--- src/rtl/phase_cmp_div.sv ---
module phase_cmp_div #(
  parameter int RW     = 10,
  parameter int NW     = 14,
  parameter int R_INIT = 20,
  parameter int N_INIT = 120
) (
  input  logic          clk,
  input  logic          rst_n,
  input  logic          ref_tick,
  input  logic          fb_tick,
  input  logic [RW-1:0] ref_div,
  input  logic [NW-1:0] fb_div,
  input  logic          cp_invert,
  input  logic          cp_off,
  input  logic          cp_clamp,
  output logic          ref_tc,
  output logic          fb_tc,
  output logic          pump_up,
  output logic          pump_dn,
  output logic          pump_oe
);

  logic [RW-1:0] r_cnt, r_mod;
  logic [NW-1:0] n_cnt, n_mod;
  logic          lead_r, lead_n;

  wire [RW-1:0] r_next = (ref_div == '0) ? RW'(1) : ref_div;
  wire [NW-1:0] n_next = (fb_div < NW'(2)) ? NW'(2) : fb_div;
  wire          r_last = (r_cnt == r_mod - RW'(1));
  wire          n_last = (n_cnt == n_mod - NW'(1));

  always_ff @(posedge clk or negedge rst_n) begin
    if (!rst_n) begin
      r_cnt  <= '0;
      r_mod  <= RW'(R_INIT);
      ref_tc <= 1'b0;
    end else begin
      ref_tc <= ref_tick & r_last;
      if (ref_tick) begin
        if (r_last) begin
          r_cnt <= '0;
          r_mod <= r_next;
        end else begin
          r_cnt <= r_cnt + RW'(1);
        end
      end
    end
  end

  always_ff @(posedge clk or negedge rst_n) begin
    if (!rst_n) begin
      n_cnt <= '0;
      n_mod <= NW'(N_INIT);
      fb_tc <= 1'b0;
    end else begin
      fb_tc <= fb_tick & n_last;
      if (fb_tick) begin
        if (n_last) begin
          n_cnt <= '0;
          n_mod <= n_next;
        end else begin
          n_cnt <= n_cnt + NW'(1);
        end
      end
    end
  end

  always_ff @(posedge clk or negedge rst_n) begin
    if (!rst_n) begin
      lead_r <= 1'b0;
      lead_n <= 1'b0;
    end else if (cp_clamp) begin
      lead_r <= 1'b0;
      lead_n <= 1'b0;
    end else begin
      lead_r <= ref_tc | (lead_r & ~lead_n);
      lead_n <= fb_tc  | (lead_n & ~lead_r);
    end
  end

  wire up_raw = lead_r & ~lead_n;
  wire dn_raw = lead_n & ~lead_r;
  wire live   = ~cp_clamp & ~cp_off;

  assign pump_up = live & (cp_invert ? dn_raw : up_raw);
  assign pump_dn = cp_clamp | (live & (cp_invert ? up_raw : dn_raw));
  assign pump_oe = cp_clamp | (live & (up_raw | dn_raw));

endmodule

--- config.mk ---
export PLATFORM = sky130hd
export DESIGN_NAME = phase_cmp_div
export DESIGN_NICKNAME = d
export VERILOG_FILES = /design/src/rtl/phase_cmp_div.sv
export SDC_FILE = /design/constraint.sdc
export NUM_CORES = 1
export LEC_CHECK = 0
export BUFFER_PORTS_ARGS = -buffer_cell sky130_fd_sc_hd__buf_2
export CORE_UTILIZATION = 55
export DETAILED_ROUTE_END_ITERATION = 8
export HOLD_SLACK_MARGIN = 0.15
export PLACE_DENSITY = 0.76
export SYNTH_ARGS = -nofsm -noshare
export SYNTH_HDL_FRONTEND = slang
export SYNTH_SLANG_ARGS = --single-unit
--- constraint.sdc ---
create_clock -name clk -period 3.1 [get_ports clk]
set_clock_uncertainty 0.05 [all_clocks]
set_input_delay 0.62 -clock clk [delete_from_list [all_inputs] [get_ports clk]]
set_output_delay 0.62 -clock clk [all_outputs]
set_load 0.01 [all_outputs]
Word level (Yosys, flattened, before mapping)
Cells that the tools add are included.

word-level totals
  register bits after elaboration = 52
  input port bits = 31
  logic and storage cells = 43

operators by class
  add/subtract/negate cells = 4
  magnitude comparators = 1
  eq/ne operators = 2
  muxes and demuxes = 8
  bitwise gates (word level) = 17
  reductions and logical operators = 3

operators with widths
  kind                                                                           number
  14-bit two-way mux                                                             2
  10-bit two-way mux                                                             2
  14-bit by 1-bit adder with 14-bit output, second input constant                1
  14-bit equality test                                                           1
  14-bit by 2-bit less-than comparator with 1-bit output, second input constant  1
  14-bit by 1-bit subtractor with 14-bit output, second input constant           1
  10-bit by 1-bit adder with 10-bit output, second input constant                1
  10-bit equality test                                                           1
  10-bit zero test                                                               1
  10-bit by 1-bit subtractor with 10-bit output, second input constant           1
  1-bit bitwise AND                                                              8
  1-bit bitwise OR                                                               5
  1-bit two-way mux                                                              4
  1-bit inverter                                                                 4
  2-bit AND reduction                                                            2

Logic depth before layout (Yosys ltp)
Gate-level depths: netlist of run 1.

  word-level depth = 5
  mapped depth = 11

Worst setup path after synthesis of run 1
OpenSTA, ideal clock, no wires.

  kind = register -> register
  from = register n_mod[0]
  to = register n_mod[10]
  library setup time = 125 ps
  arrival time = 2515 ps
  required time = 2925 ps
  path slack = 409 ps
  stages on the path, launching flop included = 12
  buffers on the path = 2
  cell sequence = dfrtp_1 inv_1 ha_1 nor3b_1 o311a_1 a21oi_2 nor4b_1 and3_1 and2_4 buf_6 buf_12 mux2_4

between the ends
  longest elaborated chain between the ends = 3

ends and longest elaborated chain
  what                                           line  source
  from (decl)                                    24    logic [NW-1:0] n_cnt, n_mod;
  from (signal assigned)                         53    n_mod <= NW'(N_INIT);
  from (signal assigned)                         60    n_mod <= n_next;
  14-bit by 1-bit subtractor with 14-bit output  30    wire n_last = (n_cnt == n_mod - NW'(1));
  14-bit equality test                           30
  2-bit AND reduction (no line)                  --

Every way passes these cells.
A chain may end at the register's enable or synchronous reset.

Worst setup path in the final report of run 1
  from = register n_mod[0]
  to = register n_mod[2]

The elaborated chain is that of the path after synthesis.

==> metrics.cfg, run 1 <==
[status]
outcome=finished clean

[grt]
grt_pass1_vias=2462
overflow=0
track_usage=0.220
grt_max_degree=53
grt_pass1_wl_um=10500
antenna_found_initial=0

[detailed_routing]
drt_first_pass_iters=4
route.vias.total=2478
ant_nets=0
drtIter0Drc=91
wire_per_inst_um=13.8
via_per_inst=5.74
drcViolationCount=0
wl_um=5980

[place]
dp_hpwl_um=4430
place_area_sq_mm=0.00338
pre_cts_slack_ns=0.315
dp.cells=423
finalWeightedCongestion=0.769
io_buffers=35

[timing]
min_period_ns=2.74
final-max-slew-violation-count=0
fmax_ghz=0.365
rsz0062_at_grt=false
fin_crit_sh=0.885
fin_tns_setup_ns=0
timing.hold.ws_ns=0.340
setup_viol=0
worstMarginPinSlew_ns=0.631
max_slew_margin=0.579
hold_viol_final=0
setup_ws_ns=0.357

[logic_synthesis]
syn_avg_cell_area_sq_um=9.79
synth-edff-count=0
ys_seq_area_frac=0.414
ys_warn_count=0
synth_area_leader_cell=dfrtp_1
netlist_area_sq_mm=0.00316
synth.area.top_cells=dfrtp_1, xnor2_1, xor2_1, dfstp_2, mux2_2
ys_types=50
synth-compound-area-share=0.0815
muxShareOfSynthArea=0.111
synth-xor-area-share=0.119
synthSimpleGateAreaFrac=0.208
synthCells=323
syn_nets=360
synthArstFlopShare=1.00
netlist.area_leader.share=0.364
synth_fa_ha_area_frac=0.0237
ys_ff_latch=52
synth_top_family_by_area=simple AND/OR/NAND/NOR gates
synthFlopType=dfrtp_1

[pwr]
finalPower_mw=2.20
power_switching_uw=814
p_sw_frac=0.370
p_int_mw=1.39
p_comb_frac=0.353
pwr-share-clk=0.172
leakage_nw=1.60
power_density_mw_per_mm2=634
pwr-share-seq=0.475
ir_drop_mv=0.318

[final_layout]
drive_gt1_frac=0.222
layout_common_cells=dfrtp_1, nor2_1, buf_2
final_common_cell=dfrtp_1
antenna_cells=0
fin_area_sq_mm=0.00347
area_growth_pct=9.81
utilization=0.627
nets=396
layout.cells.non_filler=432

[hold_path]
hp-class=input port to async pin

[worst_setup_path]
critPathKind=register to register
worstSetupStartpoint=n_mod[0]
cp_max_fo=12
r2r_start=n_mod[0]
r2r_cells=10
r2r-end=n_mod[2]
cp.required_ns=3.25
rrSetupSlack_ns=0.36
worst_setup_path_end_kind=register
cp.arrival_ns=2.89
start_kind=register

[clock_network]
cts_resized=0
root_buffer=clkbuf_8
post_cts_buffers=0
cts_buffers=5
clk_latency_ns=0.30
path_clk_slew_ns=0.09
cts_sinks=52
ctsHoldBuffers=0
cts_tree=done
cts_max_level=2
clockBufferDepth=2

[die]
start_util=0.571
core-area_sq_mm=0.00554
die_width_um=77.8
num_rows=27
die_area_sq_mm=0.00606
die_h_um=77.8
io_pins=36

[flow_run]
max-cap-violations=0

## power by group through the flow
stage	Clock (mW)	Combinational (mW)	Sequential, mW
final	0.379	0.778	1.05
after global routing	0.419	0.885	1.07
after CTS	0.384	0.778	1.04
after detailed placement	0	0.778	1.05
after global placement	0	0.749	1.05
after floorplan	0	0.675	0.970
## state kept, by name, indices dropped and copies added (netlist names)
signal	cells
fb_tc	1
lead_n	1
lead_r	1
n_cnt	14
n_mod	14
r_cnt	10
r_mod	10
ref_tc	1
## worst max path at each step
stage | to | slack, ns | cells past startpoint
6_report | n_mod[2] | 0.36 | 10
5_1_grt | n_mod[2] | 0.06 | 10
4_1_cts | n_mod[2] | 0.30 | 7
3_5_place_dp | n_mod[2] | 0.31 | 10
3_3_place_gp | n_mod[2] | 0.38 | 7
2_1_floorplan | n_mod[10] | 0.41 | 11
## layout make-up
| type | count | area [sq um] |
|---|---|---|
| tap | 72 | 90.1 |
| sequential | 52 | 1310 |
| fill | 486 | 2070 |
| multi-input combinational | 245 | 1730 |
| clock buffer | 7 | 76.3 |
| clock inverter | 1 | 5.00 |
| inverter | 16 | 60.1 |
| timing repair buffer | 39 | 205 |
## critical path: stages, from the launching register on
cell and delay, ns:
dfrtp_1 0.42, inv_1 0.10, ha_1 0.22, nor3b_1 0.19
buf_4 0.17, nand3_1 0.10, xnor2_1 0.20, nor4b_1 0.27
and3_1 0.26, and2_4 0.30, mux2_2 0.36
## per-layer routing
layer  track usage  part of all wire  vias up
met5             0                 0        -
met2         0.388              0.49       56
met1         0.261              0.45     1199
li1              -                 -     1207
met3        0.0506             0.040       16
met4        0.0774             0.023        0
## synth_stat cells (all sizes together) (4+ instances only)
| master | number |
|---|---|
| a21oi | 5 |
| and2 | 4 |
| and3 | 9 |
| buf | 4 |
| clkbuf | 7 |
| dfrtp | 46 |
| dfstp | 6 |
| ha | 6 |
| inv | 16 |
| mux2 | 22 |
| mux2i | 7 |
| nand2 | 20 |
| nand3 | 13 |
| nand4 | 6 |
| nor2 | 38 |
| nor3 | 15 |
| nor4 | 6 |
| o21ai | 15 |
| xnor2 | 23 |
| xor2 | 20 |
## cells by family after synthesis
logic type,count (synthesis)
adders and majority gates,6
and+or+nand+nor,127
xor gates and xnor gates,43
AOI/OAI and AO/OA,39
muxes,29
buffers and inverters,27
DFF,52
No activity file was read; power rests on OpenSTA's default activity.
==> inputs of run 2 (changes only) <==
--- a/config.mk
+++ b/config.mk
@@ -6,10 +6,13 @@
 export NUM_CORES = 1
 export LEC_CHECK = 0
 export BUFFER_PORTS_ARGS = -buffer_cell sky130_fd_sc_hd__buf_2
-export CORE_UTILIZATION = 55
+export CELL_PAD_IN_SITES_DETAIL_PLACEMENT = 0
+export CELL_PAD_IN_SITES_GLOBAL_PLACEMENT = 1
+export CORE_UTILIZATION = 47
+export CTS_BUF_LIST = sky130_fd_sc_hd__clkbuf_2
 export DETAILED_ROUTE_END_ITERATION = 8
 export HOLD_SLACK_MARGIN = 0.15
-export PLACE_DENSITY = 0.76
+export PLACE_DENSITY_LB_ADDON = 0.1
 export SYNTH_ARGS = -nofsm -noshare
 export SYNTH_HDL_FRONTEND = slang
 export SYNTH_SLANG_ARGS = --single-unit
==> metrics.cfg, run 2 (synthesis results as in run 1) <==
[clock_network]
cts_max_level=2  ; unchanged
clockBufferDepth=2  ; unchanged
cts_resized=0  ; unchanged
cts_buffers=5  ; unchanged
clk_latency_ns=0.44  ; +0.14 ns
cts_tree=done
cts_sinks=52  ; unchanged
path_clk_slew_ns=0.26  ; +0.17 ns
root_buffer=clkbuf_2

[grt]
track_usage=0.191  ; -0.0293
grt_pass1_wl_um=10900  ; +3.5%
overflow=0  ; unchanged
grt_max_degree=33  ; -38%
antenna_found_initial=0  ; unchanged
grt_pass1_vias=2364  ; -4.0%

[detailed_routing]
drcViolationCount=2  ; +2
wire_per_inst_um=14.0  ; +1.1%
drt_first_pass_iters=6  ; +2
route.vias.total=2358  ; -4.8%
drtIter0Drc=103  ; +13%
ant_nets=0  ; unchanged
wl_um=6130  ; +2.5%
via_per_inst=5.38  ; -6.1%

[hold_path]
hp-class=input port to register

[pwr]
p_sw_frac=0.387  ; +0.0169
pwr-share-seq=0.498  ; +0.023
p_comb_frac=0.367  ; +0.014
leakage_nw=1.59  ; -0.49%
ir_drop_mv=0.193  ; -39%
finalPower_mw=2.10  ; -4.5%
p_int_mw=1.29  ; -7.1%
power_switching_uw=813  ; -0.11%
power_density_mw_per_mm2=609  ; -4.0%
pwr-share-clk=0.135  ; -0.037

[die]
die_width_um=84.0  ; +8.0%
num_rows=29  ; +7.4%
die_area_sq_mm=0.00706  ; +17%
die_h_um=84.0  ; +8.0%
core-area_sq_mm=0.00642  ; +16%
io_pins=36  ; unchanged
start_util=0.492  ; -0.0784

[final_layout]
reg.largest.list=n_cnt (14), n_mod (14)
nets=397  ; +0.25%
layout_common_cells=dfrtp_1, nor2_1, buf_2
area_growth_pct=9.22
antenna_cells=0  ; unchanged
drive_gt1_frac=0.227  ; +0.00492
final_common_cell=dfrtp_1

[worst_setup_path]
critPathKind=register to register
cp_max_fo=23  ; +11
worst_setup_path_end_kind=register
cp.arrival_ns=3.14  ; +0.25 ns
cp.required_ns=3.41  ; +0.16 ns
start_kind=register
crit_chain=or4_1 > nor4_1 > a21oi_1 > o21ai_0 > and3_1 > and2_4 > mux2_2
crit_slowest_cell=or4_1
max_stage_delay_ns=0.61  ; +0.19 ns

[flow_run]
max-cap-violations=0  ; unchanged

[place]
dp_hpwl_um=4620  ; +4.3%
io_buffers=35  ; unchanged
finalWeightedCongestion=0.783  ; +1.7%

[timing]
max_slew_margin=0.515  ; -0.0643
min_period_ns=2.83  ; +0.0876 ns
worstMarginPinSlew_ns=0.728  ; +0.0965 ns
fmax_ghz=0.353  ; -3.1%
hold_viol_final=0  ; unchanged
final-max-slew-violation-count=0  ; unchanged
setup_viol=0  ; unchanged
rsz0062_at_grt=false
fin_crit_sh=0.913  ; +0.0283
fin_tns_setup_ns=0  ; unchanged

[status]
violations=DRC
outcome=finished, violations left

==> run 2: worst paths after layout <==
check	start	endpoint	slack, ns	cells after the start
worst max-delay path	n_mod[2]	n_mod[2]	0.27	7
worst min-delay path	cp_clamp	lead_n	0.29	2
worst max register to register	n_mod[2]	n_mod[2]	0.27	7
worst min register to register	fb_tc	lead_n	0.47	2
max in group asynchronous	rst_n	n_mod[3]	1.58	3
min in group asynchronous	rst_n	r_cnt[9]	0.67	2
==> run 2: critical path: cells and delay by family (launching register included) <==
family,cells,cell delay (ns)
AO/OA/AOI/OAI,2,0.37
flip-flops,1,0.48
multiplexers,1,0.38
AND/OR/NAND/NOR,4,1.47
==> run 2: metrics by stage <==
| stage | area, sq um | hold slack, ns | cells | setup slack [ns] | utilization |
|---|---|---|---|---|---|
| after floorplan | 3160 | 0.274 | 323 | 0.409 | - |
| after global placement | 3400 | 0.419 | 429 | 0.303 | 0.529 |
| after detailed placement | 3400 | 0.427 | 429 | 0.266 | 0.529 |
| after CTS | 3450 | 0.253 | 438 | 0.229 | 0.538 |
| after global routing | 3450 | 0.237 | 438 | 0.0926 | 0.538 |
| final | 3450 | 0.294 | 438 | 0.269 | 0.538 |
==> run 2: cell type report <==
cell class | count | area (sq um)
Timing Repair Buffer | 41 | 223
Sequential cell | 52 | 1310
Inverter | 16 | 60.1
Tap cell | 77 | 96.3
Clock inverter | 2 | 16.3
Clock buffer | 6 | 30.0
Multi-Input combinational cell | 244 | 1720
Fill cell | 604 | 2970
==> run 2: what timing repair did <==
action / 4_1_cts / 5_1_grt
hold buffers: 1 / 0
hold endpoints to repair: 18 / 0
buffers inserted: 0 / 0
==> run 2: power by group through the flow <==
| stage | Sequential (mW) | Clock (mW) | Combinational (mW) |
|---|---|---|---|
| floorplan | 0.970 | 0 | 0.675 |
| global placement | 1.06 | 0 | 0.762 |
| detailed placement | 1.06 | 0 | 0.774 |
| CTS | 1.05 | 0.300 | 0.777 |
| global route | 1.08 | 0.324 | 0.877 |
| finish | 1.05 | 0.284 | 0.772 |
==> run 2: metal layers <==
metal,vias up,wire length [um],track usage
met3,6,146,0.0326
met4,0,61,0.0517
met1,1119,2870,0.240
met5,-,0,0
li1,1203,-,-
met2,30,3050,0.336
